[src/rtl/sdram_rd_pkg.sv]
package sdram_rd_pkg;

  typedef enum logic [1:0] {
    CMD_IDLE  = 2'd0,
    CMD_READ  = 2'd1,
    CMD_STOP  = 2'd2,
    CMD_CLOSE = 2'd3
  } rd_cmd_e;

  localparam int FIXED_LEN = 4;
  localparam int LAT_MIN   = 2;
  localparam int LAT_MAX   = 3;

endpackage

[src/rtl/sdram_rd_mode.sv]
module sdram_rd_mode (
  input  logic clk,
  input  logic rst_n,
  input  logic load_i,
  input  logic cl3_i,
  input  logic full_i,
  input  logic busy_i,
  output logic cl3_o,
  output logic full_o
);

  logic cl3_q, cl3_d;
  logic full_q, full_d;
  logic take;

  always_comb begin
    take   = load_i & ~busy_i;
    cl3_d  = cl3_q;
    full_d = full_q;
    if (take) begin
      cl3_d  = cl3_i;
      full_d = full_i;
    end
  end

  always_ff @(posedge clk or negedge rst_n) begin
    if (!rst_n) begin
      cl3_q  <= 1'b0;
      full_q <= 1'b0;
    end else if (take) begin
      cl3_q  <= cl3_d;
      full_q <= full_d;
    end
  end

  assign cl3_o  = cl3_q;
  assign full_o = full_q;

endmodule

[src/rtl/sdram_rd_burst.sv]
module sdram_rd_burst
  import sdram_rd_pkg::*;
#(
  parameter int BANK_W = 2,
  parameter int COL_W  = 8
) (
  input  logic              clk,
  input  logic              rst_n,
  input  rd_cmd_e           cmd_i,
  input  logic [BANK_W-1:0] bank_i,
  input  logic [COL_W-1:0]  col_i,
  input  logic              ap_i,
  input  logic              full_mode_i,
  output logic              slot_vld_o,
  output logic [BANK_W-1:0] slot_bank_o,
  output logic [COL_W-1:0]  slot_col_o,
  output logic              active_o
);

  localparam int REM_W = $clog2(FIXED_LEN);
  localparam logic [REM_W-1:0] REM_START = REM_W'(FIXED_LEN - 1);
  localparam logic [REM_W-1:0] REM_LAST  = REM_W'(1);

  logic              act_q, act_d;
  logic [BANK_W-1:0] bank_q, bank_d;
  logic [COL_W-1:0]  col_q, col_d;
  logic [REM_W-1:0]  rem_q, rem_d;
  logic              full_q, full_d;
  logic              ap_q, ap_d;
  logic              advance;
  logic              stop_hit;

  // next-state: decide the word launched in this cycle's slot
  always_comb begin
    act_d       = act_q;
    bank_d      = bank_q;
    col_d       = col_q;
    rem_d       = rem_q;
    full_d      = full_q;
    ap_d        = ap_q;
    slot_vld_o  = 1'b0;
    slot_bank_o = bank_q;
    slot_col_o  = col_q;
    advance     = 1'b0;
    stop_hit    = 1'b0;

    unique case (cmd_i)
      CMD_READ: begin
        slot_vld_o  = 1'b1;
        slot_bank_o = bank_i;
        slot_col_o  = col_i;
        act_d       = 1'b1;
        bank_d      = bank_i;
        col_d       = COL_W'(col_i + COL_W'(1));
        rem_d       = REM_START;
        full_d      = full_mode_i;
        ap_d        = ap_i;
      end
      CMD_STOP: begin
        stop_hit = act_q & (full_q | ~ap_q);
        advance  = act_q & ~stop_hit;
      end
      CMD_CLOSE: begin
        stop_hit = act_q & (bank_i == bank_q);
        advance  = act_q & ~stop_hit;
      end
      default: begin
        advance = act_q;
      end
    endcase

    if (stop_hit) begin
      act_d = 1'b0;
    end

    if (advance) begin
      slot_vld_o = 1'b1;
      col_d      = COL_W'(col_q + COL_W'(1));
      if (!full_q) begin
        rem_d = rem_q - REM_W'(1);
        if (rem_q == REM_LAST) begin
          act_d = 1'b0;
        end
      end
    end
  end

  logic upd;
  assign upd = (cmd_i == CMD_READ) | advance | stop_hit;

  always_ff @(posedge clk or negedge rst_n) begin
    if (!rst_n) begin
      act_q  <= 1'b0;
      bank_q <= '0;
      col_q  <= '0;
      rem_q  <= '0;
      full_q <= 1'b0;
      ap_q   <= 1'b0;
    end else if (upd) begin
      act_q  <= act_d;
      bank_q <= bank_d;
      col_q  <= col_d;
      rem_q  <= rem_d;
      full_q <= full_d;
      ap_q   <= ap_d;
    end
  end

  assign active_o = act_q;

endmodule

[src/rtl/sdram_rd_delay.sv]
module sdram_rd_delay #(
  parameter int W      = 10,
  parameter int MIN_CL = 2,
  parameter int MAX_CL = 3
) (
  input  logic         clk,
  input  logic         rst_n,
  input  logic         in_vld,
  input  logic [W-1:0] in_dat,
  input  logic         sel_long,
  output logic         out_vld,
  output logic [W-1:0] out_dat,
  output logic         busy_o
);

  localparam int DEPTH   = MAX_CL;
  localparam int TAP_SHT = MIN_CL - 1;
  localparam int TAP_LNG = MAX_CL - 1;

  logic [DEPTH-1:0] vld_q, vld_d;
  logic [W-1:0]     dat_q [DEPTH];
  logic [W-1:0]     dat_d [DEPTH];
  logic             shift_en;

  always_comb begin
    vld_d[0] = in_vld;
    dat_d[0] = in_vld ? in_dat : '0;
    for (int s = 1; s < DEPTH; s++) begin
      vld_d[s] = vld_q[s-1];
      dat_d[s] = dat_q[s-1];
    end
    shift_en = in_vld | (|vld_q);
  end

  generate
    for (genvar g = 0; g < DEPTH; g++) begin : g_stage
      always_ff @(posedge clk or negedge rst_n) begin
        if (!rst_n) begin
          vld_q[g] <= 1'b0;
          dat_q[g] <= '0;
        end else if (shift_en) begin
          vld_q[g] <= vld_d[g];
          dat_q[g] <= dat_d[g];
        end
      end
    end
  endgenerate

  assign out_vld = sel_long ? vld_q[TAP_LNG] : vld_q[TAP_SHT];
  assign out_dat = sel_long ? dat_q[TAP_LNG] : dat_q[TAP_SHT];
  assign busy_o  = |vld_q;

endmodule

[src/rtl/sdram_rd_pipe.sv]
module sdram_rd_pipe
  import sdram_rd_pkg::*;
#(
  parameter int BANK_W = 2,
  parameter int COL_W  = 8,
  parameter int DATA_W = 32
) (
  input  logic              clk,
  input  logic              rst_n,
  input  logic [1:0]        cmd_i,
  input  logic [BANK_W-1:0] bank_i,
  input  logic [COL_W-1:0]  col_i,
  input  logic              ap_i,
  input  logic              cfg_load_i,
  input  logic              cfg_cl3_i,
  input  logic              cfg_full_i,
  output logic              dvalid_o,
  output logic [BANK_W-1:0] dbank_o,
  output logic [COL_W-1:0]  dcol_o,
  output logic [DATA_W-1:0] dout_o
);

  localparam int TAG_W = BANK_W + COL_W;

  rd_cmd_e           cmd;
  logic              cl3_w;
  logic              full_w;
  logic              busy_w;
  logic              gen_act;
  logic              pipe_busy;
  logic              slot_vld;
  logic [BANK_W-1:0] slot_bank;
  logic [COL_W-1:0]  slot_col;
  logic              tap_vld;
  logic [TAG_W-1:0]  tap_tag;

  assign cmd    = rd_cmd_e'(cmd_i);
  assign busy_w = gen_act | pipe_busy | (cmd == CMD_READ);

  sdram_rd_mode u_mode (
    .clk    (clk),
    .rst_n  (rst_n),
    .load_i (cfg_load_i),
    .cl3_i  (cfg_cl3_i),
    .full_i (cfg_full_i),
    .busy_i (busy_w),
    .cl3_o  (cl3_w),
    .full_o (full_w)
  );

  sdram_rd_burst #(
    .BANK_W (BANK_W),
    .COL_W  (COL_W)
  ) u_burst (
    .clk         (clk),
    .rst_n       (rst_n),
    .cmd_i       (cmd),
    .bank_i      (bank_i),
    .col_i       (col_i),
    .ap_i        (ap_i),
    .full_mode_i (full_w),
    .slot_vld_o  (slot_vld),
    .slot_bank_o (slot_bank),
    .slot_col_o  (slot_col),
    .active_o    (gen_act)
  );

  sdram_rd_delay #(
    .W      (TAG_W),
    .MIN_CL (LAT_MIN),
    .MAX_CL (LAT_MAX)
  ) u_delay (
    .clk      (clk),
    .rst_n    (rst_n),
    .in_vld   (slot_vld),
    .in_dat   ({slot_bank, slot_col}),
    .sel_long (cl3_w),
    .out_vld  (tap_vld),
    .out_dat  (tap_tag),
    .busy_o   (pipe_busy)
  );

  assign dvalid_o = tap_vld;
  assign dbank_o  = tap_tag[TAG_W-1:COL_W];
  assign dcol_o   = tap_tag[COL_W-1:0];
  assign dout_o   = {{(DATA_W - TAG_W){1'b0}}, tap_tag};

endmodule

[config.mk]
export PLATFORM = sky130hd
export DESIGN_NAME = sdram_rd_pipe
export DESIGN_NICKNAME = d
export VERILOG_FILES = /design/src/rtl/sdram_rd_pkg.sv /design/src/rtl/sdram_rd_mode.sv /design/src/rtl/sdram_rd_burst.sv /design/src/rtl/sdram_rd_delay.sv /design/src/rtl/sdram_rd_pipe.sv
export SDC_FILE = /design/constraint.sdc
export NUM_CORES = 1
export LEC_CHECK = 0
export ABC_AREA = 1
export ABC_CLOCK_PERIOD_IN_PS = 2500
export CAP_MARGIN = 40
export CORE_UTILIZATION = 52
export CTS_BUF_LIST = sky130_fd_sc_hd__clkbuf_4 sky130_fd_sc_hd__clkbuf_8
export DETAILED_ROUTE_END_ITERATION = 7
export PLACE_DENSITY = 0.91
export SLEW_MARGIN = 40
export SYNTH_ARGS = -nofsm -noshare
export SYNTH_HDL_FRONTEND = slang
export SYNTH_SLANG_ARGS = --single-unit
[constraint.sdc]
create_clock -name clk -period 2.5 [get_ports clk]
set_clock_uncertainty 0.2 [all_clocks]
set_input_delay 0.5 -clock clk [delete_from_list [all_inputs] [get_ports clk]]
set_output_delay 0.5 -clock clk [all_outputs]
set_load 0.1 [all_outputs]
==> summary.md <==
| Metric | Value |
|---|---|
| Status | completed |
| Residual DRC | 0 |
| First-pass GRT wire length | between 8000 and 9000 um |
| Critical path depth | 11 |
| Setup crit end kind | flop |
| Max Cap Viol | 0 |
| Initial antenna violation count | 0 |
| Max stage delay on crit path | ~0.48 ns |
| Hold Fails Final Rpt | 0 |
| Worst-path clk slew | roughly 0.080 ns |
| IO buf count | 38 |
| CTS tree | yes |
| Vias per cell | 4.92 |
| Final setup viols | 0 |
| Htree depth | 2 |
| Tightest Pin Transition | about 0.6 ns |
| FILL cells | about 380 |
| Sequential element share of the synthesized area | 46.9% |
| Reg2Reg Depth | 8 |
| Reg2Reg Launch Point | u_burst.bank_q[1] |
| DRT Wirelength | roughly 5000 um |
| Top Ports | a little over 60 |
| CP Data Arrival Time | between 2 and 2.5 ns |
| Register Area | around 1300 um^2 |
| Crit path to | u_burst.col_q[4] |
| Synth cell types | 32 |
| Cells after synthesis | 319 |
| Largest net degree at the start of global routing | 51 |
| Min Tclk post-route | around 2.4 ns |
| Buf+Inv Stages, Crit Path | 2 |
| Total die area | about 5400 um^2 |
| Drt pass-1 iters | 4 |
| Final worst-path cycle share | 94.0% |
| Vias in the first global route | around 2,000 |
| Placer Congestion | slightly above 1 |
| Clk buf depth | 2 |
| DP Worst Slack | -0.138 ns |
| Die height | roughly 74 um |
| Post-Syn Area | about 2700 um^2 |
| Worst min path class | in -> async |
| Most frequent cells in the layout | nand2_1 (76), dfrtp_1 (50), nand3_1 (30), inv_1 (25) |
| Critical path launch point | cmd_i[0] |
| Overall Global Routing Usage | a little over a fifth |
| CTS resizes | 0 |
| Yosys reg bits | 50 |
| # diodes | 0 |
| Cell area after layout | 3360 um^2 |
| Starting Density | between 50% and 60% |
| CP top delay family | simple AND/OR/NAND/NOR gates |
| Setup TNS | 0 ns |
| Area of the multi-input gates | 1120 um^2 |
| RSZ-0062 raised after global routing | false |
| Yosys warns | 0 |
| Clk_lat worst skew | ~0.31 ns |
| Detailed Place HPWL | roughly 3900 um |
| Max-slew violations | 0 |
| Critical R2R Capture | u_burst.col_q[4] |
| Drt wl/cell | 11.9 um |
| Hold buffers post-CTS | 0 |
| Slowest-stage cell, CP | clkdlybuf4s50_1 |
| CTS root buffer | clkbuf_8 |
| Placement Cell Area | about 3300 um^2 |
| Nets | between 300 and 400 |
| Final worst slack | 0.150 ns |
| Vias | approximately 2,100 |
| Number of DRC markers in iteration 0 | just over 200 |
| Post-layout util | a little over two thirds |
| Critical path type | in -> reg |
| FP Rows | 25 |
| Crit-path most repeated cell | nand3_1 |
| # clock sinks | 50 |
| FF-to-FF setup slack | 0.46 ns |
| Slew HR | between 50% and 60% |
| Total CTS buffers | 5 |
| Crit-path max FO | 6 |
| Max Freq | ~430 MHz |
| Syn_area_per_cell | approximately 8.4 um^2 |
| Worst setup SP type | primary input |
| Die W | around 74 um |
| Share of flip-flops with an asynchronous set or reset | 100% |
| Placeable Area | between 4000 and 5000 um^2 |
| Layout area overhead | 25.8% |
| Worst endpoint required time | roughly 2.5 ns |
| Antenna viol nets, final | 0 |
| Setup bufs post-CTS | 0 |
| Share of layout cells above drive strength 1 | between 20% and 30% |
| Most common cell after layout, fill and taps aside | nand2_1 |
| CP cell instances | clkdlybuf4s50_1, inv_1, nand3_1, nor2_2, nor2_8, nand3_1, nand2_4, ha_1, and2_1, a21oi_1, o21ai_1 |
| Post-synth top flop | dfrtp_1 |
| Number of synthesized flops with an enable pin | 0 |
| GRT overflow | 0 |
-- worst min-delay path by stage --
stage	slack, ns	from	end	depth (start not counted)
after floorplan	0.004	rst_n	u_burst.active_o	0
after global placement	0.16	u_delay.vld_d[1]	u_delay.vld_d[2]	0
after detailed placement	0.16	u_delay.vld_d[1]	u_delay.vld_d[2]	0
after CTS	0.10	rst_n	u_burst.col_q[6]	2
after global routing	0.14	rst_n	u_burst.col_q[6]	2
final	0.07	rst_n	u_burst.col_q[6]	2
-- flip-flops by register name, summed over array words and instances (netlist names) --
signal	flops
u_burst.bank_q	2
u_burst.col_q	8
u_burst.active_o	1
u_burst.full_q	1
u_burst.rem_q	2
u_burst.ap_q	1
u_delay.vld_d	2
u_delay.vld_q	1
u_mode.cl3_o	1
u_delay.dat_q	10
u_delay.dat_d	20
u_mode.full_o	1
-- layer usage --
metal	global-route usage, %	wire [um]
met5	0	0
met4	12.2	137
met3	4.25	246
met2	35.1	2580
met1	26.5	2070
-- Yosys cell counts, drive strengths merged (2+ instances only) --
master / count / share of area [%]
a21oi: 14 / 2.6
buf: 39 / 11
clkbuf: 6 / 0.89
dfrtp: 50 / 47
ha: 2 / 0.94
inv: 26 / 3.7
mux2: 3 / 1.3
nand2: 90 / 15
nand3: 31 / 6.3
nor2: 23 / 4.4
o21ai: 26 / 4.9
-- layout make-up --
cell class                      instances  share of cell area (%)
Tap cell                               67                    2.50
Inverter                               26                    2.91
Clock inverter                          2                   0.373
Timing Repair Buffer                   53                    21.2
Multi-Input combinational cell        219                    33.3
Sequential cell                        50                    37.3
Clock buffer                            6                    2.46
-- per-stage QoR --
step           instances  hold WS, ns
2_1_floorplan        340      0.00441
3_3_place_gp         415        0.159
3_5_place_dp         415        0.159
4_1_cts              423        0.104
5_1_grt              423        0.137
6_report             423       0.0722
-- kinds of logic after synthesis --
group	count (synthesis)	synth area share (%)
adders and majority gates	2	0.937
and+or+nand+nor	148	26.5
AOI/OAI and AO/OA	43	8.44
other	1	0.140
muxes	3	1.27
buffers and inverters	71	15.6
DFF	50	46.9
xor gates and xnor gates	1	0.328
Power is left out: the tool's default activity adds up to more than one toggle a clock period on the data nets, which glitch-free logic cannot reach.
